**config.mk**
```make
export PLATFORM = sky130hd
export DESIGN_NAME = twopress_loader
export DESIGN_NICKNAME = d
export VERILOG_FILES = /design/src/rtl/twopress_loader.sv
export SDC_FILE = /design/constraint.sdc
export NUM_CORES = 1
export LEC_CHECK = 0
export ABC_AREA = 1
export BUFFER_PORTS_ARGS = -buffer_cell sky130_fd_sc_hd__buf_2
export CAP_MARGIN = 20
export CORE_UTILIZATION = 50
export CTS_BUF_LIST = sky130_fd_sc_hd__clkbuf_4 sky130_fd_sc_hd__clkbuf_8 sky130_fd_sc_hd__clkbuf_16
export CTS_CLUSTER_SIZE = 28
export DETAILED_ROUTE_END_ITERATION = 7
export PLACE_DENSITY = 0.8
export SLEW_MARGIN = 40
export SYNTH_ARGS = -nofsm -noshare
export SYNTH_HDL_FRONTEND = slang
export SYNTH_SLANG_ARGS = --single-unit
```
**constraint.sdc**
```tcl
create_clock -name clk -period 2.4 [get_ports clk]
set_input_delay 0.24 -clock clk [delete_from_list [all_inputs] [get_ports clk]]
set_output_delay 0.24 -clock clk [all_outputs]
set_load 0.01 [all_outputs]
```
**src/rtl/twopress_loader.sv**
```systemverilog
module twopress_loader #(
  parameter int DW  = 8,
  parameter int OPW = 4
) (
  input  logic                  clk,
  input  logic                  rst_n,
  input  logic [DW-1:0]         din,
  input  logic                  btn,
  input  logic                  busy,
  output logic [OPW-1:0]        op,
  output logic [2*DW-OPW-1:0]   body,
  output logic                  ready
);
  localparam int BW = 2*DW - OPW;
  localparam int LW = DW - OPW;

  logic [1:0] sync_q;
  logic       seen_q;
  logic       phase_q;
  logic       take;

  assign take = sync_q[1] & ~seen_q & ~busy;

  always_ff @(posedge clk) begin
    if (!rst_n) begin
      sync_q  <= '0;
      seen_q  <= 1'b0;
      phase_q <= 1'b0;
      op      <= '0;
      body    <= '0;
      ready   <= 1'b0;
    end else begin
      sync_q <= {sync_q[0], btn};
      seen_q <= sync_q[1];
      ready  <= take & phase_q;
      if (take) begin
        if (!phase_q) begin
          op          <= din[OPW-1:0];
          body[LW-1:0] <= din[DW-1:OPW];
          phase_q     <= 1'b1;
        end else begin
          body[BW-1:LW] <= din;
          phase_q       <= 1'b0;
        end
      end
    end
  end
endmodule

```
### After elaboration in Yosys (flattened, before gate mapping)

Index checks and enable logic that the tools add are counted.

* bitwise operators: 6
* mux-type cells: 1
* reduce and logical (&&, ||, !) cells: 2

Operators with widths (count)
* AND reduction 2 bit: 2
* AND 1 bit: 3
* NOT 1 bit: 3
* 2-to-1 mux 1 bit: 1

* output and inout bits: 17
* bits in registers: 21
* logic and storage cells: 16
* bits of input ports: 12

### Depth between registers and ports, before layout

Gate-level depths: netlist of run 1.

* word-level depth: 4
* mapped depth: 5
* depth with buffers taken out: 5

### Worst setup path before layout of run 1

Ideal clock, no wire load.

* kind: register to register
* start point: register sync_q[1]
* end point: register body[10]
* library setup time: 114 ps
* path slack: 1436 ps
* period minus slack after synthesis: 964 ps
* stages on the path, launching flop included: 6
* required time: 2286 ps
* buffers on the path: 0
* arrival: 850 ps
* cells stage by stage: dfxtp_1 -> inv_2 -> nor2_4 -> nand3_2 -> nand3_1 -> nand2_1

* cells in the longest elaborated chain, start to end: 3

Ends and longest elaborated chain
* start, declared: RTL line 17 `logic [1:0] sync_q;`
* start signal, assigned: RTL line 33 `sync_q <= {sync_q[0], btn};`
* AND 1 bit (2 in series): RTL line 22 `assign take = sync_q[1] & ~seen_q & ~busy;`
* AND reduction 2 bit (no line)
* end signal, assigned by index: RTL line 39 `body[LW-1:0] <= din[DW-1:OPW];`
* end signal, assigned by index: RTL line 42 `body[BW-1:LW] <= din;`
* end, declared: RTL line 11 `output logic [2*DW-OPW-1:0] body,`

Every way passes these cells.
A chain may end at the register's enable or synchronous reset.

### Worst setup path in the final report of run 1

* start point: register sync_q[1]
* end point: register body[4]

Same word-level chain as after synthesis.

==> results of run 1 <==
[power breakdown]
group          switching (mW)  internal [mW]
Clock                  0.0998         0.0758
Sequential            0.00434          0.356
Combinational          0.0327         0.0188
Total                   0.137          0.451
[final timing paths]
path,startpoint,cells past startpoint,slack [ns],endpoint
max,sync_q[1]$_SDFF_PN0_,5,1.29,body[4]$_SDFFE_PN0P_
min,btn,3,0.13,sync_q[0]$_SDFF_PN0_
max reg2reg,sync_q[1]$_SDFF_PN0_,5,1.29,body[4]$_SDFFE_PN0P_
min reg2reg,sync_q[0]$_SDFF_PN0_,2,0.43,sync_q[1]$_SDFF_PN0_
[state kept, by name (all words and copies together) (netlist names)]
register  count
body         12
op            4
sync_q        2
phase_q       1
ready         1
seen_q        1
[stage by stage]
stage | setup WS, ns | hold WS (ns)
after floorplan | 1.44 | 0.338
after global placement | 1.33 | 0.397
after detailed placement | 1.30 | 0.402
after CTS | 1.28 | 0.125
after global routing | 1.20 | 0.126
final | 1.29 | 0.128
[cell families (layout without fill, tap and decap cells)]
kind of cell           after synthesis  count (layout)  synth area share [%]
buffers and inverters               19              48                  9.09
DFF                                 21              21                  50.9
and+or+nand+nor                     68              68                  40.0
[per-layer routing]
metal | part of all wire, % | up-vias | GRT usage [%]
li1 | - | 398 | -
met1 | 47 | 318 | 26.4
met2 | 48 | 20 | 30.3
met3 | 4.1 | 2 | 2.59
met4 | 0.59 | 0 | 7.50
met5 | 0 | - | 0
[layout make-up]
cell class                 count  area, um^2
sequential                    21         420
timing repair buffer          28         140
multi-input combinational     68         330
inverter                      16        61.3
tap                           16        20.0
clock buffer                   4        30.0
fill                         138         522
[placed cells by master, fill, tap and decap left out, drive strengths merged]
cell type	count
buf	28
clkbuf	4
clkinv	1
dfxtp	21
inv	15
nand2	21
nand3	18
nand4	8
nor2	21
[worst max-delay path: cells and delay by family (launching register included)]
kind | cells | cell delay [ns]
buffers and inverters | 1 | 0.06
flip-flops | 1 | 0.39
AND/OR/NAND/NOR | 4 | 0.56
==> flow_metrics.tcl, run 1 <==
set metrics [dict create \
    status "complete, no violations" \
    postSynthAreaPerCell_um2 7.65 \
    leakagePower_nw 0.555 \
    drt-initial-drc-count 13 \
    required_ns 2.60 \
    netlist.area_leader.share_pct 50.9 \
    yosysWarnings 0 \
    start_util_pct 54.2 \
    clock.fmax_mhz 901 \
    ctsHoldBuffers 0 \
    synth_area_leaders "dfxtp_1 (51%), nand3_1 (9.7%), nand2_1 (9.5%)" \
    worst_setup_path_start_kind "flip-flop" \
    worstPathArrival_ns 1.31 \
    synth-edff-count 0 \
    cts_tree "yes" \
    grt_setup_unrepaired "no" \
    layout-drive-gt1-share_pct 29.2 \
    clk_latency_ns 0.29 \
    wl_per_cell_um 10.0 \
    die_area_um2 1820 \
    die_w_um 42.6 \
    fin_nets 150 \
    drc_errors 0 \
    fin_crit_sh_pct 46.2 \
    vias 738 \
    worstSetupEndpointType "flip-flop" \
    fin_util_pct 65.8 \
    crit_chain "inv_2 -> nor2_4 -> nand3_2 -> nand3_1 -> nand2_1" \
    setup-violations-final 0 \
    clock_path_buffers 2 \
    p_per_area_nw_per_um2 586 \
    routabilityCongestion 0.715 \
    worst-path-max-fanout 9 \
    cts_buffers 3 \
    coreArea_um2 1520 \
    synth_top_area_cell "dfxtp_1" \
    io_pins 29 \
    report.final.hold_viol_count 0 \
    firstDrtPassIters 4 \
    antenna_found_initial 0 \
    antenna-diode-count 0 \
    port_buffers 28 \
    hp-class "primary input to flip-flop" \
    viasPerCell 4.82 \
    fin_total_pwr_mw 0.588 \
    worst-setup-path-type "flip-flop to flip-flop" \
    synth.distinct_cells 12 \
    critical_path.max_stage_delay_ns 0.39 \
    final_area_um2 1000 \
    htree_num_levels 1 \
    synth_seq_cells 21 \
    dp_cells 149 \
    crit_slowest_cell "dfxtp_1" \
    overflow 0 \
    yosys-top-cells-count "dfxtp_1 (21), nand2_1 (21), nor2_1 (18)" \
    grt_pass1_wl_um 2710 \
    relSlewSlack_pct 70.6 \
    syn_nets 120 \
    clock_skew_ns 0.00507 \
    row_count 14 \
    async_reset_ff_share_pct 0 \
    ir_worst_vdd_mv 0.552 \
    grt_max_degree 30 \
    cts-resized-gates 0 \
    wirelength_um 1530 \
    root_buffer "clkbuf_4" \
    stdcell_count 153 \
    numClockSinks 21 \
    netlist_instances 108 \
    synthToLayoutAreaGrowth_pct 21.4 \
    place_area_um2 972 \
    synth-main-ff-cell "dfxtp_1" \
    post-dp-hpwl_um 1090 \
    clkTransAtPathRegs_ns 0.11 \
    track_usage_pct 19.2 \
    worstMarginPinSlew_ns 0.440 \
    synth_area_um2 826 \
    setup-tns-final_ns 0 \
    ant_nets 0 \
    period_needed_ns 1.11 \
    slew_violations 0 \
    cap_violations 0 \
    fp.dieH_um 42.6 \
    cts_setup_buffers 0 \
    ys_seq_area_share_pct 50.9 \
    grt_pass1_vias 647 \
]
Note: power is estimated with default switching activity, not from simulation.
==> run 2: changes to the inputs <==
--- a/config.mk
+++ b/config.mk
@@ -8,11 +8,11 @@
 export ABC_AREA = 1
 export BUFFER_PORTS_ARGS = -buffer_cell sky130_fd_sc_hd__buf_2
 export CAP_MARGIN = 20
-export CORE_UTILIZATION = 50
+export CORE_UTILIZATION = 42
 export CTS_BUF_LIST = sky130_fd_sc_hd__clkbuf_4 sky130_fd_sc_hd__clkbuf_8 sky130_fd_sc_hd__clkbuf_16
 export CTS_CLUSTER_SIZE = 28
 export DETAILED_ROUTE_END_ITERATION = 7
-export PLACE_DENSITY = 0.8
+export PLACE_DENSITY = 0.72
 export SLEW_MARGIN = 40
 export SYNTH_ARGS = -nofsm -noshare
 export SYNTH_HDL_FRONTEND = slang
==> constraint.sdc (replaced) <==
create_clock -name clk -period 1 [get_ports clk]
set_input_delay 0.1 -clock clk [delete_from_list [all_inputs] [get_ports clk]]
set_output_delay 0.1 -clock clk [all_outputs]
set_load 0.01 [all_outputs]
==> flow_metrics.tcl, run 2 (same netlist as run 1, synthesis figures left out) <==
set metrics [dict create \
    status "complete, no violations" \
    io_pins 29 \
    overflow 0 \
    regMostFlops "body" \
    worst-setup-path-type "flip-flop to flip-flop" \
    busiest_layer "met2" \
    synthToLayoutAreaGrowth_pct 29.7 \
    worstSetupEndpointType "flip-flop" \
    period_needed_ns 0.983 \
    layout-drive-gt1-share_pct 32.6 \
    required_ns 1.21 \
    antenna-diode-count 0 \
    hold_ws_ns 0.0335 \
    die_area_um2 2150 \
    worst_setup_path_start_kind "flip-flop" \
    wl_per_cell_um 10.3 \
    ant_nets 0 \
    clock_path_buffers 2 \
    layout_common_cells "buf_2 (28), nand2_1 (21), nor2_1 (18), dfxtp_1 (18), nand3_1 (16)" \
    fp.dieH_um 46.3 \
    ir_worst_vdd_mv 0.914 \
    relSlewSlack_pct 69.4 \
    p_per_area_nw_per_um2 1330 \
    fin_total_pwr_mw 1.43 \
    mostFrequentLayoutCell "buf_2" \
    grt_setup_unrepaired "yes" \
    numClockSinks 21 \
    firstDrtPassIters 5 \
    slew_violations 0 \
    met1_usage_pct 22.3 \
    cap_violations 0 \
    start_util_pct 46.3 \
    fin_nets 154 \
    crit_slowest_cell "dfxtp_4" \
    critPathBufInv 2 \
    track_usage_pct 17.5 \
    htree_num_levels 1 \
    row_count 15 \
    clkTransAtPathRegs_ns 0.11 \
    clk_latency_ns 0.30 \
    worstPathArrival_ns 1.19 \
    critical_path.max_stage_delay_ns 0.38 \
    worstMarginPinSlew_ns 0.459 \
    die_w_um 46.3 \
    crit_chain "inv_2 -> nor2_4 -> buf_6 -> nand4_1 -> nand2_1 -> nor2_1" \
    viasPerCell 4.60 \
    cts_setup_buffers 0 \
    hp-class "primary input to flip-flop" \
    worst-path-max-fanout 8 \
    drc_errors 0 \
    grt_use_met2_pct 26.4 \
    antenna_found_initial 0 \
    post-dp-hpwl_um 1240 \
    root_buffer "clkbuf_4" \
    drt-initial-drc-count 11 \
    grt_pass1_vias 626 \
    grt_util_met3_pct 5.10 \
    leakagePower_nw 0.579 \
    stdcell_count 166 \
    clock_skew_ns 0.00359 \
    vias 763 \
    port_buffers 28 \
    coreArea_um2 1780 \
    setup-violations-final 0 \
    cts_tree "yes" \
    reg.largest.list "body x12, op x4, sync_q x2" \
    cts_buffers 3 \
    fin_crit_sh_pct 98.3 \
    wirelength_um 1700 \
    clock.fmax_mhz 1020 \
    grt_max_degree 30 \
    routabilityCongestion 0.729 \
    largest_reg_flops 12 \
    final_area_um2 1070 \
    dp_cells 161 \
    report.final.hold_viol_count 0 \
    path_delay_family "flip-flops" \
    grt_pass1_wl_um 2630 \
    place_area_um2 1010 \
]
## run 2: cell count changes in the layout (fill, tap and decap cells not counted), moves of 2 or more
cell / previous run / this run
nand3_4: 0 / 2
dfxtp_2: 0 / 2
dfxtp_1: 21 / 18
nand3_2: 2 / 0
buf_4: 0 / 2
## run 2: layout make-up
type	instances	area, um^2
Tap cell	25	31.3
Inverter	16	61.3
Sequential cell	21	427
Fill cell	176	712
Timing Repair Buffer	32	176
Multi-Input combinational cell	68	345
Clock buffer	4	30.0
## run 2: stage by stage
step	TNS, ns	util, %	setup slack (ns)
floorplan	0	-	0.0359
global placement	0	56.4	0.0313
detailed placement	-0.0118	56.4	-0.0104
CTS	0	59.9	0.00204
global route	-0.450	60.1	-0.0603
finish	0	60.1	0.0166
## run 2: path summary, 6_finish.rpt
check / start / end / slack (ns) / cells after the start
setup reg to reg: sync_q[1]$_SDFF_PN0_ / body[1]$_SDFFE_PN0P_ / 0.02 / 6
hold / removal: din[0] / body[4]$_SDFFE_PN0P_ / 0.03 / 3
setup / recovery: sync_q[1]$_SDFF_PN0_ / body[1]$_SDFFE_PN0P_ / 0.02 / 6
hold reg to reg: sync_q[0]$_SDFF_PN0_ / sync_q[1]$_SDFF_PN0_ / 0.42 / 2
## run 2: timing repair
| item | in CTS | in global routing |
|---|---|---|
| hold endpoints to repair | 1 | 0 |
| hold buffers | 1 | 0 |
| endpoints found under the setup margin | 6 | 16 |
| pin swaps | 1 | 3 |
| gates resized for setup | 6 | 1 |
## run 2: power by group
group / switching (mW) / leakage [nW] / internal [mW] / total (mW)
combinational: 0.0834 / 0.389 / 0.0556 / 0.139
clock: 0.244 / 0.0184 / 0.182 / 0.426
sequential: 0.0111 / 0.172 / 0.854 / 0.865
## run 2: routing by layer
layer / wire length, um / vias to the layer above
li1: - / 407
met5: 0 / -
met2: 821 / 19
met3: 59 / 2
met1: 812 / 335
met4: 10 / 0
## run 2: tightest hold or removal path, stage by stage
cell	delay, ns
buf_2	0.09
nand3_1	0.06
nand2_1	0.05
==> run 3: changes to the inputs <==
--- a/config.mk
+++ b/config.mk
@@ -12,6 +12,7 @@
 export CTS_BUF_LIST = sky130_fd_sc_hd__clkbuf_4 sky130_fd_sc_hd__clkbuf_8 sky130_fd_sc_hd__clkbuf_16
 export CTS_CLUSTER_SIZE = 28
 export DETAILED_ROUTE_END_ITERATION = 7
+export MAX_ROUTING_LAYER = met4
 export PLACE_DENSITY = 0.72
 export SLEW_MARGIN = 40
 export SYNTH_ARGS = -nofsm -noshare
==> flow_metrics.tcl, run 3 (same netlist as run 1, synthesis figures left out) <==
set metrics [dict create \
    status "complete, no violations" \
    port_buffers 28 \
    io_pins 29 \
    cts_tree "yes" \
    fin_nets 154 \
    report.final.hold_viol_count 0 \
    worst-setup-path-type "flip-flop to flip-flop" \
    grt_max_degree 30 \
    synthToLayoutAreaGrowth_pct 29.7 \
    p_per_area_nw_per_um2 1320 \
    setup_ws_ns 0.0153 \
    required_ns 1.20 \
    leakagePower_nw 0.579 \
    vias 757 \
    drc_errors 0 \
    antenna-diode-count 0 \
    drt-initial-drc-count 11 \
    cts_buffers 3 \
    firstDrtPassIters 4 \
    root_buffer "clkbuf_4" \
    relSlewSlack_pct 69.0 \
    htree_num_levels 1 \
    track_usage_pct 18.0 \
    row_count 15 \
    coreArea_um2 1780 \
    worst-path-max-fanout 8 \
    worstMarginPinSlew_ns 0.465 \
    largest_reg_flops 12 \
    cap_violations 0 \
    post-place-ws_ns -0.0104 \
    period_needed_ns 0.985 \
    worstSetupEndpointType "flip-flop" \
    worstPathArrival_ns 1.19 \
    clock_skew_ns 0.00192 \
    setup-tns-final_ns 0 \
    slew_violations 0 \
    start_util_pct 46.3 \
    hp-class "primary input to flip-flop" \
    grt_pass1_vias 626 \
    ant_nets 0 \
    clk_latency_ns 0.29 \
    grt_pass1_wl_um 2640 \
    worst_setup_path_start_kind "flip-flop" \
    post-dp-hpwl_um 1240 \
    ir_worst_vdd_mv 0.900 \
    numClockSinks 21 \
    clkTransAtPathRegs_ns 0.11 \
    layout-drive-gt1-share_pct 32.6 \
    fp.dieH_um 46.3 \
    hold_ws_ns 0.0375 \
    fin_crit_sh_pct 98.5 \
    die_w_um 46.3 \
    layout_common_cells "buf_2 (28), nand2_1 (21), nor2_1 (18), dfxtp_1 (18), nand3_1 (16)" \
    regMostFlops "body" \
    overflow 0 \
    cts_setup_buffers 0 \
    n_fill_cell 176 \
    fin_util_pct 60.1 \
    die_area_um2 2150 \
    routabilityCongestion 0.738 \
    mostFrequentLayoutCell "buf_2" \
    clock.fmax_mhz 1020 \
    reg.largest.list "body x12, op x4, sync_q x2" \
    antenna_found_initial 0 \
    grt_setup_unrepaired "yes" \
    wl_per_cell_um 10.2 \
    wirelength_um 1690 \
    setup-violations-final 0 \
    viasPerCell 4.56 \
    clock_path_buffers 2 \
]
run 3: critical path: stages, from the launching register on:
cell and delay [ns]:
dfxtp_4 0.38, inv_2 0.04, nor2_4 0.12, buf_6 0.14, nand4_1 0.09, nand2_1 0.08
nor2_1 0.05
run 3: metal layers:
metal / routed length, um / track usage [%]
met1: 805 / 22.3
met2: 804 / 26.7
met3: 63 / 4.71
met4: 14 / 8.82
met5: 0 / -
run 3: path summary, 6_finish.rpt:
kind                         from                   end  slack, ns  cells after the start
min reg2reg  sync_q[0]$_SDFF_PN0_  sync_q[1]$_SDFF_PN0_       0.42                      2
max reg2reg  sync_q[1]$_SDFF_PN0_  body[1]$_SDFFE_PN0P_       0.02                      6
max          sync_q[1]$_SDFF_PN0_  body[1]$_SDFFE_PN0P_       0.02                      6
min                        din[0]  body[4]$_SDFFE_PN0P_       0.04                      3
run 3: layout make-up:
class	instances	area, um^2	area share [%]
clock buffers	4	30.0	2.80
multi-input cells	68	345	32.2
well taps	25	31.3	2.92
inverters	16	61.3	5.72
repair buffers	32	176	16.5
flip-flops and latches	21	427	39.8
run 3: per-stage QoR:
stage	power [mW]	std cells	instance area (um^2)
6_report	1.42	166	1070
5_1_grt	1.50	166	1070
4_1_cts	1.44	166	1070
3_5_place_dp	1.02	161	1010
3_3_place_gp	1.01	161	1010
2_1_floorplan	0.960	108	826
run 3: power by group:
part           switching, mW  internal, mW  total (mW)
Combinational         0.0837        0.0556       0.139
Clock                  0.232         0.182       0.414
Sequential            0.0111         0.854       0.865
run 3: timing repair:
action,CTS,global route
hold buffers,1,0
endpoints found under the setup margin,6,16
pin swaps,1,3
gates resized for setup,6,1
hold endpoints to repair,1,0
